`config.mk`:
```
export PLATFORM = sky130hd
export DESIGN_NAME = per_meter
export DESIGN_NICKNAME = d
export VERILOG_FILES = /design/src/rtl/per_pkg.sv /design/src/rtl/per_window.sv /design/src/rtl/per_errcnt.sv /design/src/rtl/per_readmux.sv /design/src/rtl/per_meter.sv
export SDC_FILE = /design/constraint.sdc
export NUM_CORES = 1
export LEC_CHECK = 0
export ABC_AREA = 0
export BUFFER_PORTS_ARGS = -buffer_cell sky130_fd_sc_hd__buf_4
export CAP_MARGIN = 20
export CORE_UTILIZATION = 66
export CTS_CLUSTER_DIAMETER = 30
export CTS_CLUSTER_SIZE = 8
export DETAILED_ROUTE_END_ITERATION = 7
export PLACE_DENSITY_LB_ADDON = 0.08
export SLEW_MARGIN = 10
export SYNTH_ARGS = -nofsm -noshare
export SYNTH_HDL_FRONTEND = slang
export SYNTH_HIERARCHICAL = 1
export SYNTH_SLANG_ARGS = --single-unit
```
`constraint.sdc`:
```
create_clock -name clk -period 3.5 [get_ports clk]
set_input_delay 0.7 -clock clk [delete_from_list [all_inputs] [get_ports clk]]
set_output_delay 0.7 -clock clk [all_outputs]
set_load 0.1 [all_outputs]
```
`src/rtl/per_pkg.sv`:
```
package per_pkg;
  localparam int ADDR_W = 3;
  localparam int REG_W  = 8;
  localparam int RES_W  = 24;

  localparam logic [ADDR_W-1:0] A_CTRL = 3'd0;
  localparam logic [ADDR_W-1:0] A_ERR0 = 3'd1;
  localparam logic [ADDR_W-1:0] A_ERR1 = 3'd2;
  localparam logic [ADDR_W-1:0] A_ERR2 = 3'd3;
  localparam logic [ADDR_W-1:0] A_STAT = 3'd4;

  typedef enum logic [1:0] {
    WIN_IDLE = 2'd0,
    WIN_RUN  = 2'd1,
    WIN_DONE = 2'd2
  } win_state_e;
endpackage

```
`src/rtl/per_window.sv`:
```
module per_window
  import per_pkg::*;
#(
  parameter int UNIT_LOG2 = 16,
  parameter int LEN_W     = 8
) (
  input  logic             clk,
  input  logic             rst_n,
  input  logic             clear,
  input  logic             start,
  input  logic [LEN_W-1:0] len_in,
  input  logic             pkt_in,
  output logic             running,
  output logic             done,
  output logic [LEN_W-1:0] len_q
);
  localparam int CNT_W = LEN_W + UNIT_LOG2;

  win_state_e       state_q, state_d;
  logic [CNT_W-1:0] cnt_q, cnt_d, cnt_inc, target;
  logic [LEN_W-1:0] len_d;

  assign target  = {len_q, {UNIT_LOG2{1'b0}}};
  assign cnt_inc = cnt_q + 1'b1;

  always_comb begin
    state_d = state_q;
    cnt_d   = cnt_q;
    len_d   = len_q;
    if (clear) begin
      state_d = WIN_IDLE;
      cnt_d   = '0;
      len_d   = '0;
    end else if (start) begin
      state_d = WIN_RUN;
      cnt_d   = '0;
      len_d   = len_in;
    end else if (state_q == WIN_RUN && pkt_in) begin
      cnt_d = cnt_inc;
      if (cnt_inc == target) state_d = WIN_DONE;
    end
  end

  always_ff @(posedge clk or negedge rst_n) begin
    if (!rst_n) begin
      state_q <= WIN_IDLE;
      cnt_q   <= '0;
      len_q   <= '0;
    end else begin
      state_q <= state_d;
      cnt_q   <= cnt_d;
      len_q   <= len_d;
    end
  end

  assign running = (state_q == WIN_RUN);
  assign done    = (state_q == WIN_DONE);

  // a running window never holds the full count; a finished one holds exactly it
  assert_run_below_target_R3: assert property (@(posedge clk) disable iff (!rst_n)
    (state_q == WIN_RUN) |-> (cnt_q < target));
  assert_done_exact_R3: assert property (@(posedge clk) disable iff (!rst_n)
    (state_q == WIN_DONE) |-> (cnt_q == target));
  // a finished window stays finished and frozen until software writes
  assert_done_holds_R8: assert property (@(posedge clk) disable iff (!rst_n)
    (state_q == WIN_DONE && !clear && !start) |=> (state_q == WIN_DONE && $stable(cnt_q)));
endmodule

```
`src/rtl/per_errcnt.sv`:
```
module per_errcnt #(
  parameter int ERR_W = 24
) (
  input  logic             clk,
  input  logic             rst_n,
  input  logic             clr,
  input  logic             inc,
  output logic [ERR_W-1:0] cnt_q
);
  localparam logic [ERR_W-1:0] SAT = {ERR_W{1'b1}};

  logic [ERR_W-1:0] cnt_d;

  always_comb begin
    cnt_d = cnt_q;
    if (clr)                     cnt_d = '0;
    else if (inc && cnt_q != SAT) cnt_d = cnt_q + 1'b1;
  end

  always_ff @(posedge clk or negedge rst_n) begin
    if (!rst_n) cnt_q <= '0;
    else        cnt_q <= cnt_d;
  end

  // the all-ones value is sticky until cleared
  assert_err_saturates_R7: assert property (@(posedge clk) disable iff (!rst_n)
    (cnt_q == SAT && !clr) |=> (cnt_q == SAT));
  // without a clear the count moves up by at most one per cycle
  assert_err_step_R5: assert property (@(posedge clk) disable iff (!rst_n)
    (!clr) |=> (cnt_q == $past(cnt_q) || cnt_q == $past(cnt_q) + 1'b1));
endmodule

```
`src/rtl/per_readmux.sv`:
```
module per_readmux
  import per_pkg::*;
#(
  parameter int ERR_W = 24
) (
  input  logic [ADDR_W-1:0] rd_addr,
  input  logic [REG_W-1:0]  len_q,
  input  logic [ERR_W-1:0]  err_cnt,
  input  logic              done,
  input  logic              link_q,
  output logic [REG_W-1:0]  rd_data
);
  localparam int NBYTES = RES_W / REG_W;

  logic [RES_W-1:0] err_ext;
  logic [REG_W-1:0] res_byte [NBYTES];

  always_comb begin
    err_ext = '0;
    err_ext[ERR_W-1:0] = err_cnt;
  end

  for (genvar i = 0; i < NBYTES; i++) begin : g_byte
    assign res_byte[i] = err_ext[REG_W*i +: REG_W];
  end

  always_comb begin
    rd_data = '0;
    case (rd_addr)
      A_CTRL: rd_data = len_q;
      A_ERR0: rd_data = res_byte[0];
      A_ERR1: rd_data = res_byte[1];
      A_ERR2: rd_data = res_byte[2];
      A_STAT: rd_data = {6'd0, link_q, done};
      default: rd_data = '0;
    endcase
  end
endmodule

```
`src/rtl/per_meter.sv`:
```
module per_meter
  import per_pkg::*;
#(
  parameter int UNIT_LOG2 = 16,
  parameter int ERR_W     = 24
) (
  input  logic              clk,
  input  logic              rst_n,
  input  logic              link_up,
  input  logic              pkt_valid,
  input  logic              pkt_err,
  input  logic              wr_en,
  input  logic [ADDR_W-1:0] wr_addr,
  input  logic [REG_W-1:0]  wr_data,
  input  logic [ADDR_W-1:0] rd_addr,
  output logic [REG_W-1:0]  rd_data,
  output logic              link_led_n
);
  logic [1:0]       rst_sync_q;
  logic             rst_n_int;
  logic             link_q;
  logic             ctrl_wr, clear, start, count_en;
  logic             win_run, win_done;
  logic [REG_W-1:0] len_q;
  logic [ERR_W-1:0] err_cnt;

  always_ff @(posedge clk or negedge rst_n) begin
    if (!rst_n) rst_sync_q <= 2'b00;
    else        rst_sync_q <= {rst_sync_q[0], 1'b1};
  end
  assign rst_n_int = rst_sync_q[1];

  always_ff @(posedge clk or negedge rst_n_int) begin
    if (!rst_n_int) link_q <= 1'b0;
    else            link_q <= link_up;
  end

  assign ctrl_wr  = wr_en && (wr_addr == A_CTRL);
  assign clear    = ctrl_wr && (wr_data == '0);
  assign start    = ctrl_wr && (wr_data != '0);
  assign count_en = win_run && link_q && pkt_valid && !ctrl_wr;

  per_window #(.UNIT_LOG2(UNIT_LOG2), .LEN_W(REG_W)) u_window (
    .clk     (clk),
    .rst_n   (rst_n_int),
    .clear   (clear),
    .start   (start),
    .len_in  (wr_data),
    .pkt_in  (count_en),
    .running (win_run),
    .done    (win_done),
    .len_q   (len_q)
  );

  per_errcnt #(.ERR_W(ERR_W)) u_errcnt (
    .clk   (clk),
    .rst_n (rst_n_int),
    .clr   (ctrl_wr),
    .inc   (count_en && pkt_err),
    .cnt_q (err_cnt)
  );

  per_readmux #(.ERR_W(ERR_W)) u_readmux (
    .rd_addr (rd_addr),
    .len_q   (len_q),
    .err_cnt (err_cnt),
    .done    (win_done),
    .link_q  (link_q),
    .rd_data (rd_data)
  );

  assign link_led_n = ~link_q;

  // a zero control write leaves no result and no done flag behind
  assert_clear_empties_R2: assert property (@(posedge clk) disable iff (!rst_n_int)
    clear |=> (!win_done && err_cnt == '0 && len_q == '0));
  // with the link down and no control write the count is frozen
  assert_link_gate_R10: assert property (@(posedge clk) disable iff (!rst_n_int)
    (!link_q && !ctrl_wr) |=> $stable(err_cnt));
  // a packet colliding with a control write leaves the count at zero
  assert_wr_drops_pkt_R11: assert property (@(posedge clk) disable iff (!rst_n_int)
    (ctrl_wr && pkt_valid && pkt_err) |=> (err_cnt == '0));
endmodule

```
Word-level counts from Yosys, hierarchy flattened:

Cells that the tools add are included.

* add/sub/neg operators: 2
* $mul: 0
* divide/modulo/power cells: 0
* $lt $le $gt $ge: 0
* equal/unequal tests: 8
* shift operators: 0
* multiplexer cells: 12
* bitwise logic cells: 1
* reduce and logical (&&, ||, !) cells: 19

Operators by type and width (count)
* $mux 24: 5
* $add 24x1->24 const B: 2
* $pmux 8 s5: 1
* $eq 24x24->1: 1
* $ne 24x24->1 const B: 1
* $mux 8: 2
* $logic_and 1x1->1: 9
* $logic_not 8->1: 1
* $mux 2: 4
* $reduce_bool 8->1: 1
* $eq 3x2->1 const B: 2
* $logic_not 3->1: 2
* $reduce_bool 3->1: 2
* $reduce_bool 2->1: 2
* $eq 3x1->1 const B: 1
* $eq 3x3->1 const B: 1
* $eq 2x1->1 const B: 1
* $eq 2x2->1 const B: 1
* $reduce_and 2->1: 1
* $logic_not 1->1: 1
* $not 1->1: 1

* flip-flop bits (word level): 61
* latch bits: 0
* memory bits (writable): 0
* memory bits (read-only): 0
* input bits: 20
* output and inout bits: 9
* word-level logic and storage cells: 48
* memories kept: 0

Depth between registers and ports, before layout:

* depth after elaboration: 8
* mapped depth: 8
* gate-level depth less buffers: 8

By module:

Netlist, hierarchy kept.

Modules (own cells, without submodules)
* per_window: instances 1, cells an instance 248, area an instance 2222.1 µm², seq. area each 850.8 µm²
* per_errcnt: instances 1, cells an instance 138, area an instance 1455.1 µm², seq. area each 600.6 µm²
* per_readmux: instances 1, cells an instance 29, area an instance 316.6 µm², seq. area each 0.0 µm²
* per_meter: instances 1, cells an instance 13, area an instance 148.9 µm², seq. area each 75.1 µm²

Worst setup path after synthesis:

Ideal clock, no wire load.

* path type: input-to-output
* start point: input rd_addr[2]
* end point: output rd_data[1]
* arrival time: 3232 ps
* required time: 2800 ps
* slack: -432 ps
* stages on the path: 4
* buffers on the path: 1
* cell sequence: buf_2 > nand2_1 > o21a_1 > o21ai_0

* longest elaborated chain between the ends: 2
* elaborated cells between the ends (all ways): 6
* those cells by class: eq/ne: 4; mux: 1; reduce/logical: 1

Ends and longest elaborated chain
* from (decl): RTL line per_meter.sv:15 `input logic [ADDR_W-1:0] rd_addr,`
* $eq 3x3->1, or another cell as far along: RTL line per_readmux.sv:29 `case (rd_addr)`
* $pmux 8 s5 *: RTL line per_readmux.sv:29
* to (decl): RTL line per_meter.sv:16 `output logic [REG_W-1:0] rd_data,`

Mark *: on every way between the ends. The rest lies on a longest branch, timed or not.

Final worst setup path:

* start point: register u_window.cnt_q[0]
* end point: register u_window.state_q[0]

* longest elaborated chain between the ends: 4

Ends and longest elaborated chain
* from (decl): RTL line per_window.sv:20 `logic [CNT_W-1:0] cnt_q, cnt_d, cnt_inc, target;`
* from (signal assigned): RTL line per_window.sv:51 `cnt_q <= cnt_d;`
* $add 24x1->24: RTL line per_window.sv:24 `assign cnt_inc = cnt_q + 1'b1;`
* $eq 24x24->1: RTL line per_window.sv:40 `if (cnt_inc == target) state_d = WIN_DONE;`
* $reduce_bool 3->1 (no line)
* $reduce_and 2->1 (no line)
* to (signal assigned): RTL line per_window.sv:50 `state_q <= state_d;`
* to (decl): RTL line per_window.sv:19 `win_state_e state_q, state_d;`

No other way between the ends.
A chain may end at the register's enable or synchronous reset.

==> key figures <==
Die
  • Initial Util: 69.2%
  • FP Rows: 28
  • Die extent in x: 81.2 um
  • I/O pin count: 29
  • Die height: 81.2 um
  • Die ar.: 0.00660 sq mm
  • Core ar.: 0.00599 sq mm

Route
  • WL final: 9440 um
  • Vias per inst: 6.37
  • Drt pass-1 iters: 5
  • Initial drt markers: 222
  • Per-cell routed wire length: 17.9 um
  • Final routed DRC violation total: 0
  • Antenna violation net count after detailed routing: 0
  • Vias post-DR: 3348

CTS
  • CTS Buf Count: 9
  • H-tree lvl count: 3
  • # Post-CTS Setup Buffers: 0
  • Clk sinks: 61
  • Clk_lat worst skew: 350 ps
  • CTS resizes: 0
  • Max clock buf depth: 2
  • TritonCTS clock tree: done
  • Cts hold-fix bufs: 0
  • Clk slew on worst S/H paths: 70 ps
  • Root Driver: clkbuf_8

Yosys
  • #FFs+latches synth: 61
  • Post-Synthesis Cells: 428
  • Cell taking the most area after synthesis: dfrtp_1
  • Syn Std Cell Area: 0.00414 sq mm
  • Number of library cell types mapped by synthesis: 73
  • Syn. warnings: 6
  • Syn nets: 451
  • Top-area cell type share of the netlist area: 36.8%
  • Ys flop type: dfrtp_1
  • Sequential cell area fraction in the yosys report: 36.8%
  • Post-synth EDFFs: 0
  • Area contributors post-synth: dfrtp_1 37%, xnor2_1 7.4%, nor2_1 6.1%
  • Asr flop ratio synth: 100%
  • Mean Syn Cell Area: 9.68 sq um

Hold path
  • Hold Crit Class: input pin to asynchronous set/reset pin

STA
  • TNS Setup: 0 ps
  • Worst Tran Pin Value: 763 ps
  • # setup viols final: 0
  • Slew HR: 49.1%
  • RSZ-0062 raised after global routing: no
  • Fin. Hold Viols: 0
  • Worst clock skew: 6.64 ps
  • Max-slew violation total from the final report: 0
  • Final Cycle Share: 73.1%
  • Fmax: 391 MHz
  • Min Tclk post-route: 2560 ps

Worst setup path
  • Crit. End Element: flop
  • Crit path required time: 3730 ps
  • Data arrival at the endpoint of the critical path: 2790 ps
  • Startpoint Class: flop
  • Crit Path Class: flop to flop
  • CP max FO: 8

Finish
  • Post-route cell area: 0.00451 sq mm
  • P&R area growth vs syn: 8.97%
  • Fillers: 423
  • Layout net count: 470
  • Non-filler cells, final: 526
  • Diode count: 0
  • Ratio of cells with drive above 1 in the final layout: 20.0%

Placed design
  • DP Area: 0.00435 sq mm
  • DP Wirelength: 6800 um
  • Final GP Congestion: 0.903
  • Placed Cells: 511
  • Input/output buffers: 28

Status
  • Status: complete, no violations

Pwr
  • Power density over cell area: 385 mW/mm^2
  • Maximum vdd drop: 0.280 mV
  • Leak Pwr: 0.00190 uW

GRT
  • GRT Util Overall: 31.2%
  • First-pass GRT wire length: 15000 um
  • Total gr overflow: 0
  • Antenna violations before repair: 0
  • Number of global-route vias before repair: 3071
  • Largest net degree at the start of global routing: 36

Run
  • Max-cap violations: 0
## power breakdown
part / switching [uW] / leakage (uW) / internal (uW)
clock: 280 / 0.0000877 / 267
combinational: 184 / 0.000992 / 141
sequential: 102 / 0.000817 / 763
## metrics by stage
stage	hold slack (ps)	worst slack (ps)	util, %	power [uW]
floorplan	331	214	-	1100
global placement	334	932	72.6	1190
detailed placement	335	904	72.6	1200
CTS	108	958	75.4	1740
global route	114	761	75.4	1810
finish	123	941	75.4	1740
## layout by cell type (no fill, tap or decap), types with 6 or more instances in the layout
master | Yosys | layout
a211oi_1 | 6 | 6
buf_4 | 1 | 34
clkbuf_8 | 0 | 10
dfrtp_1 | 61 | 60
inv_1 | 6 | 6
mux2i_1 | 10 | 10
nand2_1 | 29 | 29
nand3_1 | 22 | 22
nand4_1 | 14 | 14
nor2_1 | 67 | 67
nor2b_1 | 7 | 7
nor3_1 | 8 | 8
nor4_1 | 10 | 10
o21ai_0 | 7 | 6
xnor2_1 | 35 | 35
xor2_1 | 20 | 20
## synthesized netlist by cell type (all sizes together) (7+ instances only)
master	n
nand3	24
and3	9
nor2	67
and2	7
o21ai	8
nor2b	9
buf	16
a2111oi	7
a211oi	8
nor3	8
mux2i	10
xnor2	35
dfrtp	61
clkbuf	9
xor2	20
nand2	29
nand4	19
nor4	12
## logic make-up after synthesis
family | synth area share, %
simple gates | 28.9
flops | 36.8
xor+xnor | 11.6
compound gates | 10.5
buf+inv | 4.02
mux | 7.13
fa+ha+maj | 0.906
other cells | 0.0905
## sequential cells by signal, summed over array words and instances (netlist names)
name,cells
rst_sync_q,2
u_errcnt/cnt_q,24
u_window/len_q,8
u_window/state_q,2
link_q,1
u_window/cnt_q,24
## final cells by class
| class | instances | area [sq um] | share of cell area, % |
|---|---|---|---|
| multi-input combinational | 335 | 2450 | 54.3 |
| sequential | 61 | 1530 | 33.8 |
| timing repair buffer | 34 | 255 | 5.65 |
| clock buffer | 10 | 138 | 3.05 |
| tap | 75 | 93.8 | 2.08 |
| clock inverter | 5 | 27.5 | 0.610 |
| inverter | 6 | 22.5 | 0.499 |
## worst max-delay path: stages, from the launching register on
cell and delay (ps):
dfrtp_1 450, ha_1 300, nand3_1 200, nor2_1 480, a311oi_1 160, and4b_1 310
nand4b_1 160, o41a_1 390
## final timing paths
kind / startpoint / end / slack [ps] / cells past startpoint
setup reg to reg: u_window/cnt_q[0]$_DFFE_PN0P_ / u_window/state_q[0]$_DFFE_PN0P_ / 940 / 7
hold reg to reg: rst_sync_q[1]$_DFF_PN0_ / u_window/cnt_q[5]$_DFFE_PN0P_ / 350 / 0
hold / removal: rst_n / rst_sync_q[0]$_DFF_PN0_ / 120 / 1
max in group asynchronous: rst_sync_q[1]$_DFF_PN0_ / u_window/cnt_q[19]$_DFFE_PN0P_ / 2340 / 1
min in group clk: rst_sync_q[0]$_DFF_PN0_ / rst_sync_q[1]$_DFF_PN0_ / 350 / 0
setup / recovery: u_window/cnt_q[0]$_DFFE_PN0P_ / u_window/state_q[0]$_DFFE_PN0P_ / 940 / 7
## per-layer routing
layer / track usage, % / vias to the layer above / wire [um]
met3: 6.63 / 24 / 601
met1: 38.3 / 1614 / 3830
li1: - / 1573 / -
met5: 0 / - / 0
met2: 51.2 / 137 / 4700
met4: 17.0 / 0 / 300
Note: power is estimated with default switching activity, not from simulation.
